==> src/rtl/cnt_pkg.sv <==
package cnt_pkg;

  typedef enum logic [1:0] {
    ACT_HOLD  = 2'd0,
    ACT_COUNT = 2'd1,
    ACT_LOAD  = 2'd2,
    ACT_CLEAR = 2'd3
  } cnt_act_e;

  // Priority: clear (when edge-qualified), load, count, hold.
  function automatic cnt_act_e pick_action(
    input logic clr_n,
    input logic load_n,
    input logic en_p,
    input logic en_t,
    input logic clear_on_edge
  );
    if (clear_on_edge && !clr_n) return ACT_CLEAR;
    if (!load_n)                 return ACT_LOAD;
    if (en_p && en_t)            return ACT_COUNT;
    return ACT_HOLD;
  endfunction

endpackage

==> src/rtl/cnt_action_sel.sv <==
module cnt_action_sel #(
  parameter bit SYNC_CLEAR = 1'b0
) (
  input  logic              clr_n,
  input  logic              load_n,
  input  logic              en_p,
  input  logic              en_t,
  output cnt_pkg::cnt_act_e act
);
  assign act = cnt_pkg::pick_action(clr_n, load_n, en_p, en_t, SYNC_CLEAR);
endmodule

==> src/rtl/cnt_next_state.sv <==
module cnt_next_state #(
  parameter int WIDTH   = 4,
  parameter int MODULUS = 10
) (
  input  cnt_pkg::cnt_act_e act,
  input  logic [WIDTH-1:0]  q,
  input  logic [WIDTH-1:0]  din,
  output logic [WIDTH-1:0]  nxt
);
  localparam logic [WIDTH-1:0] TERM_V = WIDTH'(MODULUS - 1);
  localparam logic [WIDTH-1:0] MAX_V  = '1;

  // One count step: the terminal value and the all-ones value go to zero,
  // any other value (legal or not) goes up by one.
  function automatic logic [WIDTH-1:0] advance(input logic [WIDTH-1:0] v);
    if (v == TERM_V || v == MAX_V) return '0;
    return v + WIDTH'(1);
  endfunction

  always_comb begin
    unique case (act)
      cnt_pkg::ACT_CLEAR: nxt = '0;
      cnt_pkg::ACT_LOAD:  nxt = din;
      cnt_pkg::ACT_COUNT: nxt = advance(q);
      default:            nxt = q;
    endcase
  end
endmodule

==> src/rtl/cnt_term_decode.sv <==
module cnt_term_decode #(
  parameter int WIDTH   = 4,
  parameter int MODULUS = 10
) (
  input  logic [WIDTH-1:0] q,
  input  logic             en_t,
  output logic             at_term,
  output logic             tc
);
  localparam logic [WIDTH-1:0] TERM_V = WIDTH'(MODULUS - 1);
  assign at_term = (q == TERM_V);
  assign tc      = at_term & en_t;
endmodule

==> src/rtl/sync_counter_stage.sv <==
module sync_counter_stage #(
  parameter int WIDTH       = 4,
  parameter int MODULUS     = 10,
  parameter bit ASYNC_CLEAR = 1'b1
) (
  input  logic             clk,
  input  logic             clr_n,
  input  logic             load_n,
  input  logic [WIDTH-1:0] din,
  input  logic             en_p,
  input  logic             en_t,
  output logic [WIDTH-1:0] q,
  output logic             tc
);
  localparam bit SYNC_CLEAR = !ASYNC_CLEAR;

  cnt_pkg::cnt_act_e act;
  logic [WIDTH-1:0]  nxt;
  logic [WIDTH-1:0]  state_q;
  logic              at_term;

  cnt_action_sel #(.SYNC_CLEAR(SYNC_CLEAR)) sel_i (
    .clr_n  (clr_n),
    .load_n (load_n),
    .en_p   (en_p),
    .en_t   (en_t),
    .act    (act)
  );

  cnt_next_state #(.WIDTH(WIDTH), .MODULUS(MODULUS)) nxt_i (
    .act (act),
    .q   (state_q),
    .din (din),
    .nxt (nxt)
  );

  generate
    if (ASYNC_CLEAR) begin : g_async_clr
      always_ff @(posedge clk or negedge clr_n) begin
        if (!clr_n) state_q <= '0;
        else        state_q <= nxt;
      end
    end else begin : g_sync_clr
      always_ff @(posedge clk) begin
        state_q <= nxt;
      end
    end
  endgenerate

  cnt_term_decode #(.WIDTH(WIDTH), .MODULUS(MODULUS)) tc_i (
    .q       (state_q),
    .en_t    (en_t),
    .at_term (at_term),
    .tc      (tc)
  );

  assign q = state_q;

endmodule

==> config.mk <==
export PLATFORM = sky130hd
export DESIGN_NAME = sync_counter_stage
export DESIGN_NICKNAME = d
export VERILOG_FILES = /design/src/rtl/cnt_pkg.sv /design/src/rtl/cnt_action_sel.sv /design/src/rtl/cnt_next_state.sv /design/src/rtl/cnt_term_decode.sv /design/src/rtl/sync_counter_stage.sv
export SDC_FILE = /design/constraint.sdc
export NUM_CORES = 1
export LEC_CHECK = 0
export BUFFER_PORTS_ARGS = -buffer_cell sky130_fd_sc_hd__buf_2
export CAP_MARGIN = 30
export CORE_AREA = 4 4 41 43
export DETAILED_ROUTE_END_ITERATION = 8
export DIE_AREA = 0 0 45 47
export PLACE_DENSITY_LB_ADDON = 0.15
export SLEW_MARGIN = 20
export SYNTH_ARGS = -nofsm -noshare
export SYNTH_HDL_FRONTEND = slang
export SYNTH_HIERARCHICAL = 1
export SYNTH_SLANG_ARGS = --single-unit
==> constraint.sdc <==
create_clock -name clk -period 2.1 [get_ports clk]
set_clock_uncertainty 0.15 [all_clocks]
set_input_delay 0 -clock clk [delete_from_list [all_inputs] [get_ports clk]]
set_output_delay 0 -clock clk [all_outputs]
set_load 0.02 [all_outputs]
# After elaboration in Yosys (flattened, before gate mapping)
# Cells that the tools add are included.
# word_totals
register_bits	4
in_bits	9
output_inout_bits	5
word_cells	22
# classes
add_sub_neg	1
eq_ne	5
muxes	11
bitwise_logic	1
reduce_logical	3
# op_table
op	n
$pmux W4 S3	1
$eq A4 B4 Y1 const B	2
$mux W2	4
$mux W4	2
$add A4 B1 Y4 const B	1
$eq A2 B2 Y1 const B	2
$mux W1	4
$reduce_bool A3 Y1	1
$eq A2 B1 Y1 const B	1
$and A1 B1 Y1	1
$logic_and A1 B1 Y1	1
$logic_or A1 B1 Y1	1

# Longest topological paths before layout
# logic_depth
word_depth	9
ltp_mapped	5

# Modules after synthesis
# Netlist, hierarchy kept.
# by_module_without_submodules
module	instances	cells_each	area_each_um2	seq_area_each_um2
cnt_next_state	1	22	187.7	0.0
sync_counter_stage	1	4	100.1	100.1
cnt_term_decode	1	2	18.8	0.0
cnt_action_sel	1	2	10.0	0.0

# Worst setup path before layout
# No wires, ideal clock.
# synth_timing
path_type	register to register
startpoint	reg state_q[0], in the netlist q[0]
endpoint	reg state_q[0], in the netlist q[0]
t_arrival_ns	1.180
t_required_ns	1.849
slack_ns	0.669
path_stages_with_launch	5
synth_period_minus_slack_ns	1.431
path_cell_list	dfrtp_1 > ha_1 > mux2i_1 > nor2b_1 > o32ai_1
# synth_via
elab_chain_cells	6
elab_cells_between_ends	8
# synth_lines
item	line	rtl
start, declared	sync_counter_stage.sv:19	logic [WIDTH-1:0] state_q;
start signal, assigned	sync_counter_stage.sv:41	else state_q <= nxt;
$eq A4 B4 Y1	cnt_next_state.sv:16	if (v == TERM_V || v == MAX_V) return '0;
$logic_or A1 B1 Y1	cnt_next_state.sv:16	
$mux W1	cnt_next_state.sv:16	
$mux W1	cnt_next_state.sv:21	unique case (act)
$mux W4 *	cnt_next_state.sv:17	return v + WIDTH'(1);
$pmux W4 S3 *	cnt_next_state.sv:21	
net nxt[0]	sync_counter_stage.sv:18	logic [WIDTH-1:0] nxt;
# The timed path passes the listed nets; every way through them passes the cells marked *. The select of a mux whose other input is x is not followed.
# A chain may end at the register's enable or synchronous reset.

# Worst setup path in the final report
# layout_timing
startpoint	reg state_q[0], in the netlist q[0]
endpoint	reg state_q[1], in the netlist q[1]
# The elaborated chain is that of the path after synthesis.

==> results.toml <==
[pwr]
irDropWorstVdd_mv = 0.283
p_per_area_nw_per_um2 = 658
leakage_nw = 0.233

[critical_path]
criticalPathCategory = "flop to flop"
arrival_ns = 1.43
required_ns = 2.07
path_max_fanout = 7
worstSetupEndpointType = "flop"
start_kind = "flop"

[cts]
tritoncts = "built"
cts_resized = 0
cts_max_path_buffers = 2
clkTransAtPathRegs_ns = 0.04
clock_latency_ns = 0.23
cts_setup_buffers = 0
cts_max_level = 1
numCtsBuffers = 3
cts_num_sinks = 4
root_buffer = "clkbuf_4"

[finish]
stdcell_count = 65
final_common_cell = "buf_2"
final_nets = 63
drive_gt1_frac = 0.360
final_cell_mix = "buf_2, dlygate4sd3_1, mux2i_1, dfrtp_1"
syn2layout_area_growth_pct = 45.8
antenna-diode-count = 0
largest_reg_flops = 4
final_area_um2 = 462

[run]
maxCapViolations = 0

[die]
core_region_area_um2 = 1300
die-area_um2 = 2120
start_util = 0.243
rows = 13
die_x_um = 45
die_height_um = 47
io_pins = 14

[detailed_routing]
wire_per_inst_um = 11.6
via_count = 296
first_pass_iters = 4
postRouteAntennaNets = 0
drc = 0
wirelength_um = 751
drt_iter0_drc = 8
via_per_inst = 4.55

[timing]
tightest_slew_ns = 0.273
setup_slack_ns = 0.641
fin_tns_setup_ns = 0
setup_violations = 0
min_period_over_period = 0.695
maxSlewHeadroom = 0.818
post-route-min-period_ns = 1.46
rsz0062_at_grt = "false"
fmax_mhz = 685
drv_slew = 0
hold_violations = 0

[worst_hold_path]
hold_path_class = "primary input to flop"

[global_route]
grt_use_met2 = 0.130
grt_max_degree = 8
grt_first_pass_wirelength_um = 1350
grtUsageMet1 = 0.120
grt_pass1_vias = 308
overflow = 0
global_route.usage.met3 = 0.0230
grt-busiest-layer = "met2"
grt_use_total = 0.0873
antenna_found_initial = 0

[synth]
syn_inst = 30
synth_cell_type_count = 19
syn_nets = 41
avgSynthCellArea_um2 = 10.6
ys_seq_elements = 4
ys_seq_area_frac = 0.316
mappedNetlistArea_um2 = 317
yosysWarnings = 6

[placed_design]
portBuffers = 13
dpl.cell_count = 57
dp_hpwl_um = 580
dp_slack_ns = 0.651
placed_area_um2 = 389
routabilityCongestion = 0.799

[outcome]
run_status = "finished clean"
[Yosys cell counts]
| master | n | share of area |
|---|---|---|
| a21o_1 | 1 | 0.024 |
| and2_1 | 1 | 0.020 |
| and3_1 | 1 | 0.020 |
| and4bb_1 | 1 | 0.040 |
| buf_6 | 1 | 0.036 |
| dfrtp_1 | 4 | 0.32 |
| ha_1 | 2 | 0.079 |
| inv_1 | 2 | 0.024 |
| mux2i_1 | 4 | 0.13 |
| nand2_1 | 3 | 0.036 |
| nand2b_1 | 1 | 0.020 |
| nand2b_4 | 1 | 0.043 |
| nand3_2 | 1 | 0.032 |
| nand3b_1 | 1 | 0.024 |
| nand4b_1 | 1 | 0.028 |
| nor2b_1 | 1 | 0.020 |
| o221ai_1 | 1 | 0.028 |
| o32a_1 | 1 | 0.032 |
| o32ai_1 | 2 | 0.055 |
[power by group]
group	internal [mW]	switching [mW]
Combinational	0.0500	0.0513
Clock	0.0636	0.0270
Sequential	0.0900	0.0218
Total	0.204	0.100
[cell families after synthesis]
kind of cell,after synthesis,synth area share
AND/OR/NAND/NOR,12,0.281
adder cells (fa/ha/maj),2,0.0790
multiplexers,4,0.126
AO/OA/AOI/OAI,5,0.138
flip-flops,4,0.316
buffers and inverters,3,0.0593
[critical path, stage by stage (launching register included)]
cell     delay (ns)
dfrtp_1        0.44
ha_1           0.26
mux2i_1        0.19
nor2b_1        0.09
o32ai_1        0.22
[per-layer routing]
metal	routed length [um]	up-vias
met5	0	-
met2	329	12
met1	343	129
met4	0	0
li1	-	155
met3	77	0
[cell type report]
type                            count  area [um^2]
Clock buffer                        3         22.5
Fill cell                         150          840
Inverter                            2         7.51
Multi-Input combinational cell     23          198
Sequential cell                     4          100
Tap cell                           15         18.8
Timing Repair Buffer               18          115
[final timing paths]
check,endpoint,start,cells after the start,slack (ns)
min in group asynchronous,q[3]$_DFF_PN0_,clr_n,3,0.51
hold / removal,q[3]$_DFF_PN0_,din[3],4,0.009
setup / recovery,q[1]$_DFF_PN0_,q[0]$_DFF_PN0_,4,0.64
hold reg to reg,q[0]$_DFF_PN0_,q[0]$_DFF_PN0_,1,0.48
setup reg to reg,q[1]$_DFF_PN0_,q[0]$_DFF_PN0_,4,0.64
max in group asynchronous,q[0]$_DFF_PN0_,clr_n,3,1.13
[what timing repair did]
item	CTS	global route
hold buffers	5	0
endpoints found under the hold margin	7	0
endpoints found under the setup margin	0	0
[per-stage QoR]
stage / hold slack (ns) / total power [mW] / utilization
floorplan: -0.446 / 0.174 / -
finish: 0.00948 / 0.304 / 0.355
global route: 0.0362 / 0.331 / 0.355
CTS: 0.000833 / 0.310 / 0.355
global placement: -0.343 / 0.207 / 0.299
detailed placement: -0.342 / 0.207 / 0.299
Note: power is estimated with default switching activity, not from simulation.
